<file path="src/rtl/bus_arbiter.sv">
module bus_arbiter #(
  parameter int NUM_INT     = 4,
  parameter int SYNC_STAGES = 2,
  localparam int NG         = NUM_INT + 2
) (
  input  logic               clk,
  input  logic               rst_n,
  input  logic               req_ddt_n,
  input  logic [NUM_INT-1:0] req_int_n,
  input  logic               req_cpu_n,
  input  logic               done,
  output logic [NG-1:0]      grant
);

  logic [NG-1:0] raw_req;
  logic [NG-1:0] sync_q [SYNC_STAGES];
  logic [NG-1:0] req, cand, pick;
  logic [NG-1:0] grant_q, next_q;
  logic          busy;

  assign raw_req = ~{req_ddt_n, req_int_n, req_cpu_n};

  always_ff @(posedge clk) begin
    if (!rst_n) sync_q[0] <= '0;
    else        sync_q[0] <= raw_req;
  end

  for (genvar s = 1; s < SYNC_STAGES; s++) begin : g_sync
    always_ff @(posedge clk) begin
      if (!rst_n) sync_q[s] <= '0;
      else        sync_q[s] <= sync_q[s-1];
    end
  end

  assign req  = sync_q[SYNC_STAGES-1];
  assign cand = req & ~grant_q;
  assign busy = |grant_q;

  always_comb begin
    pick = '0;
    for (int i = 0; i < NG; i++) begin
      if (cand[i]) begin
        pick    = '0;
        pick[i] = 1'b1;
      end
    end
  end

  always_ff @(posedge clk) begin
    if (!rst_n) begin
      grant_q <= '0;
      next_q  <= '0;
    end else if (!busy) begin
      grant_q <= pick;
      next_q  <= '0;
    end else if (done) begin
      grant_q <= next_q;
      next_q  <= '0;
    end else begin
      next_q  <= pick;
    end
  end

  assign grant = grant_q;

endmodule

</file>
<file path="config.mk">
export PLATFORM = sky130hd
export DESIGN_NAME = bus_arbiter
export DESIGN_NICKNAME = d
export VERILOG_FILES = /design/src/rtl/bus_arbiter.sv
export SDC_FILE = /design/constraint.sdc
export NUM_CORES = 1
export LEC_CHECK = 0
export ABC_AREA = 1
export BUFFER_PORTS_ARGS = -buffer_cell sky130_fd_sc_hd__buf_2
export CORE_ASPECT_RATIO = 1.5
export CORE_MARGIN = 2
export CORE_UTILIZATION = 40
export CTS_CLUSTER_SIZE = 24
export DETAILED_ROUTE_END_ITERATION = 8
export GPL_TIMING_DRIVEN = 1
export PLACE_DENSITY_LB_ADDON = 0.2
export SYNTH_ARGS = -nofsm -noshare
export SYNTH_HDL_FRONTEND = slang
export SYNTH_SLANG_ARGS = --single-unit
</file>
<file path="constraint.sdc">
create_clock -name clk -period 0.93 [get_ports clk]
set_input_delay 0.093 -clock clk [delete_from_list [all_inputs] [get_ports clk]]
set_output_delay 0.093 -clock clk [all_outputs]
set_load 0.05 [all_outputs]
</file>
Yosys cells after proc, flatten, opt, wreduce, memory -nomap -nowiden
Memory sizes are Yosys's and may differ from the RTL's.
Cells that the tools add are included.
W data, S select, Z words.
- register bits: 12
- memory bits (writable): 12
- input port bits: 9
- output and inout port bits: 6
- logic and storage cells: 25
- memories kept: 1
- equality and inequality tests: 1
- mux-type cells: 12
- bitwise gates (word level): 7
- reductions and logical operators: 2
- memory list (name ; depth ; bits a word ; rd ports ; clocked after memory_dff ; wr ports ; RTL line ; text):
    sync_q ; 2 ; 6 ; 2 ; 0 ; 2 ; 16 ; logic [NG-1:0] sync_q [SYNC_STAGES];
- operators by type and width (cell ; number):
    $mux W6 ; 9
    $not A6 Y6 ; 2
    $and A6 B6 Y6 ; 1
    $reduce_or A6 Y1 ; 1
    $mux W1 ; 3
    $reduce_or A3 Y1 ; 1
    $ne A2 B2 Y1 const B ; 1
    $not A1 Y1 ; 2
    $or A1 B1 Y1 ; 2

Logic depth before layout (Yosys ltp)
- depth after elaboration: 9
- depth in mapped cells: 8
- mapped depth without buffers: 8

Worst setup path before layout
Ideal clock, no wire load.
- path type: reg-to-reg
- start: register grant_q[4], in the netlist grant[4]
- end: register grant_q[1], in the netlist grant[1]
- library setup time: 0.060 ns
- arrival: 1.259 ns
- data required time: 0.870 ns
- setup slack: -0.388 ns
- stages on the path, launching flop included: 9
- buffers on the path: 0
- clock period less this slack: 1.318 ns
- cells stage by stage: dfxtp_1 > inv_1 > nand2_1 > nand2_2 > nor2_2 > nand2_1 > nand2_1 > nand2_1 > nand2_1
- longest elaborated chain between the ends: 5
- elaborated cells on any way between the ends: 7
- classes of those cells: 1 x eq/ne; 3 x mux; 2 x bitwise; 1 x reduce/logical
- RTL lines (what ; RTL line ; text):
    start: declaration ; 18 ; logic [NG-1:0] grant_q, next_q;
    start signal: assignment ; 54 ; grant_q <= pick;
    start signal: assignment ; 57 ; grant_q <= next_q;
    $not A6 Y6 ; 36 ; assign cand = req & ~grant_q;
    $and A6 B6 Y6 ; 36 ;
    $mux W6 (2 in a row) ; 42 ; if (cand[i]) begin
    $mux W6 ; 53 ; end else if (!busy) begin
Parallel ways exist; a longest one is shown, timed or not.
A chain may end at the register's enable or synchronous reset.

Final worst setup path
- start: register grant_q[2], in the netlist grant[2]
- end: register grant_q[3], in the netlist grant[3]
- longest elaborated chain between the ends: 7
- elaborated cells on any way between the ends: 9
- classes of those cells: 1 x eq/ne; 5 x mux; 2 x bitwise; 1 x reduce/logical
- RTL lines (what ; RTL line):
    $not A6 Y6 ; 36
    $and A6 B6 Y6 ; 36
    $mux W6 (4 in a row) ; 42
    $mux W6 ; 53
Parallel ways exist; a longest one is shown, timed or not.

==> results.json <==
{
  "synth_top_cells_by_area": "sky130_fd_sc_hd__dfxtp_1 53%, sky130_fd_sc_hd__nand2_1 12%, sky130_fd_sc_hd__nor2_1 8.8%, sky130_fd_sc_hd__inv_1 7.5%, sky130_fd_sc_hd__nor2_2 3.5%",
  "io_pins": 15,
  "timing.max_slew.rel_slack_pct": 83.6,
  "yosys.cell_types.count": 17,
  "layoutNonFillerInstCount": 177,
  "period_needed_ns": 1.06,
  "die-height_um": 62.1,
  "final.setup_skew_ns": 0.00332,
  "share_of_layout_cells_above_drive_strength_1_pct": 40.9,
  "cp_data_required_time_ns": 1.14,
  "grt_max_degree": 14,
  "critical_path.n_buffers_inverters": 1,
  "overall_power_after_layout_mw": 3.01,
  "setup-violations-final": 18,
  "pre_cts_ws_ns": -0.136,
  "synth_area_um2": 901,
  "tightestPinTransition_ns": 0.247,
  "cts-buffers-inserted": 3,
  "ys_top_cells_by_count": "28 x sky130_fd_sc_hd__nand2_1, 24 x sky130_fd_sc_hd__dfxtp_1, 21 x sky130_fd_sc_hd__nor2_1",
  "drc": 0,
  "worst_setup_path_type": "reg2reg",
  "run_status": "complete, but fails checks",
  "placement_rows": 21,
  "gpl.final_weighted_congestion": 0.740,
  "sequential_to_total_area_share_from_yosys_stat_pct": 53.3,
  "clock_insertion_delay_worst_skew_ns": 0.30,
  "clk_path_buf_depth": 2,
  "setup_tns_ns": -1.73,
  "clock-root-buffer": "sky130_fd_sc_hd__clkbuf_4",
  "multi_input_gate_area_in_the_final_layout_um2": 380,
  "synthesis.yosys.warnings": 0,
  "critical-path-top-cell-by-count": "sky130_fd_sc_hd__nor2_1",
  "grt_pass1_vias": 747,
  "clkTransAtPathRegs_ns": 0.12,
  "initial_utilization_pct": 41.3,
  "finalHoldViolations": 0,
  "grt_util_all_layers_pct": 14.4,
  "post_drt_wl_per_cell_um": 10.4,
  "hold_path.class": "in2reg",
  "layout.core_utilization_pct": 61.3,
  "ir_drop_uv": 1200,
  "globalRouteOverflowTotal": 0,
  "drt-pass1-iter-count": 5,
  "cpMaxStageDelayCell": "sky130_fd_sc_hd__dfxtp_4",
  "final-seq-area_um2": 503,
  "synth-edff-count": 0,
  "synth_most_common_cell": "sky130_fd_sc_hd__nand2_1",
  "drt-initial-drc-count": 9,
  "syn_avg_cell_area_um2": 7.63,
  "synth-async-reset-ratio_pct": 0,
  "max_freq_mhz": 941,
  "io_buffer_count": 14,
  "yosys.area.top_type_share_pct": 53.3,
  "postSynthRegisterBits": 24,
  "routed-via-count": 808,
  "fp.dieArea_mm2": 0.00266,
  "post-route-cell-area_mm2": 0.00134,
  "global_route_wire_length_before_repair_um": 2970,
  "htreeDepth": 1,
  "wirelength_um": 1840,
  "violated_checks": "negative setup slack",
  "rsz0062_at_grt": "yes",
  "drv_cap": 0,
  "fin_hold_ws_ns": 0.0622,
  "critPathMaxFanout": 6,
  "die_w_um": 42.8,
  "timing_max_transition_violations_final": 0,
  "pwr_density_cell_mw_per_mm2": 2250,
  "antenna-diode-count": 0,
  "min_period_over_period_pct": 114,
  "critical_path.endpoint_type": "flip-flop",
  "via_per_inst": 4.56,
  "mappedNetlistNets": 127,
  "synthDominantAreaCellType": "sky130_fd_sc_hd__dfxtp_1",
  "core_area_mm2": 0.00218,
  "synth_cells": 118,
  "number_of_fillers_in_the_final_layout": 191,
  "max_stage_delay_ns": 0.38,
  "postSynth.topFlopCell": "sky130_fd_sc_hd__dfxtp_1",
  "post-place-cells": 163,
  "static-leakage-power_nw": 0.641,
  "tritoncts": "built",
  "number_of_antenna_violations_at_the_first_check_in_global_routing": 0,
  "critical-path-top-delay-family": "simple AND/OR/NAND/NOR gates",
  "flow.area_growth_from_synthesis_pct": 48.3,
  "crit_path_cell_trace": "nor2_4 > nand3_4 > buf_6 > nand3_2 > nand2_1 > nor2_1 > nor2_1",
  "drt_antenna_net_count": 0,
  "dpl.hpwl_um": 1320,
  "numClockSinks": 24,
  "critical_path_arrival_ns": 1.27,
  "setup.worst_path.start_class": "flip-flop",
  "dpl_cell_area_mm2": 0.00108,
  "final.setup.worst_slack_ns": -0.133,
  "num-nets-final": 164
}
-- where the power goes --
group	switching [mW]	internal (mW)	total (mW)
registers	0.0924	1.14	1.23
clock network	0.284	0.156	0.441
logic	0.714	0.622	1.34
total	1.09	1.92	3.01
-- final cells by class --
type / instances / share of cell area, %
inverters: 21 / 6.27
clock buffers: 3 / 1.69
clock inverters: 1 / 0.281
flip-flops and latches: 24 / 37.6
repair buffers: 34 / 23.5
well taps: 23 / 2.15
multi-input cells: 71 / 28.5
-- kinds of logic (layout without fill, tap and decap cells) --
| group | count (synthesis) | count (layout) | synth area share [%] |
|---|---|---|---|
| buffers and inverters | 23 | 59 | 11.7 |
| and+or+nand+nor | 63 | 63 | 30.0 |
| DFF | 24 | 24 | 53.3 |
| AOI/OAI and AO/OA | 8 | 8 | 5.00 |
-- what timing repair did --
action,4_1_cts,5_1_grt
setup endpoints to repair,18,18
pin swaps,6,11
hold buffers,6,0
setup buffers,1,3
gates resized for setup,29,14
hold endpoints to repair,6,0
-- layer usage --
metal	track usage, %	up-vias	share of wire, %
met3	2.03	2	2.8
met2	27.5	13	59
met4	5.86	0	1.0
met1	14.8	369	37
met5	0	-	0
li1	-	424	-
-- registers in the layout, indices dropped and copies added (netlist names) --
name / flops
sync_q: 12
grant: 6
next_q: 6
-- worst register-to-register path, stage by stage (launching register included) --
cell                      delay [ns]
sky130_fd_sc_hd__dfxtp_4        0.38
sky130_fd_sc_hd__nor2_4         0.13
sky130_fd_sc_hd__nand3_4        0.09
sky130_fd_sc_hd__buf_6          0.14
sky130_fd_sc_hd__nand3_2        0.05
sky130_fd_sc_hd__nand2_1        0.05
sky130_fd_sc_hd__nor2_1         0.09
sky130_fd_sc_hd__nor2_1         0.04
-- final timing paths --
| kind | from | endpoint | slack, ns | cells after the start |
|---|---|---|---|---|
| max reg2reg | grant[2]$_SDFFE_PN0P_ | grant[3]$_SDFFE_PN0P_ | -0.13 | 7 |
| max | grant[2]$_SDFFE_PN0P_ | grant[3]$_SDFFE_PN0P_ | -0.13 | 7 |
| min reg2reg | sync_q[0][2]$_SDFF_PN0_ | sync_q[1][2]$_SDFF_PN0_ | 0.42 | 2 |
| min | rst_n | grant[4]$_SDFFE_PN0P_ | 0.06 | 3 |
-- cell usage in the layout (no fill, tap or decap) --
| cell type | Yosys | routed |
|---|---|---|
| sky130_fd_sc_hd__nor2_1 | 21 | 17 |
| sky130_fd_sc_hd__dfxtp_1 | 24 | 18 |
| sky130_fd_sc_hd__nand3_2 | 1 | 2 |
| sky130_fd_sc_hd__buf_6 | 1 | 7 |
| sky130_fd_sc_hd__nand2_1 | 28 | 24 |
| sky130_fd_sc_hd__a21oi_1 | 5 | 5 |
| sky130_fd_sc_hd__buf_4 | 0 | 8 |
| sky130_fd_sc_hd__nor2_4 | 0 | 4 |
| sky130_fd_sc_hd__inv_1 | 18 | 15 |
| sky130_fd_sc_hd__clkinv_1 | 1 | 2 |
| sky130_fd_sc_hd__o211a_1 | 1 | 1 |
| sky130_fd_sc_hd__nand4_1 | 1 | 1 |
| sky130_fd_sc_hd__dlygate4sd3_1 | 0 | 6 |
| sky130_fd_sc_hd__nor2_2 | 5 | 5 |
| sky130_fd_sc_hd__clkinv_4 | 0 | 1 |
| sky130_fd_sc_hd__buf_8 | 0 | 5 |
| sky130_fd_sc_hd__nand2_2 | 3 | 7 |
| sky130_fd_sc_hd__clkbuf_4 | 0 | 3 |
| sky130_fd_sc_hd__nand3_1 | 4 | 2 |
| sky130_fd_sc_hd__dfxtp_4 | 0 | 6 |
| sky130_fd_sc_hd__inv_2 | 1 | 4 |
| sky130_fd_sc_hd__buf_2 | 0 | 8 |
| sky130_fd_sc_hd__o21ai_2 | 0 | 2 |
| sky130_fd_sc_hd__nand3_4 | 0 | 1 |
Note: power is estimated with default switching activity, not from simulation.
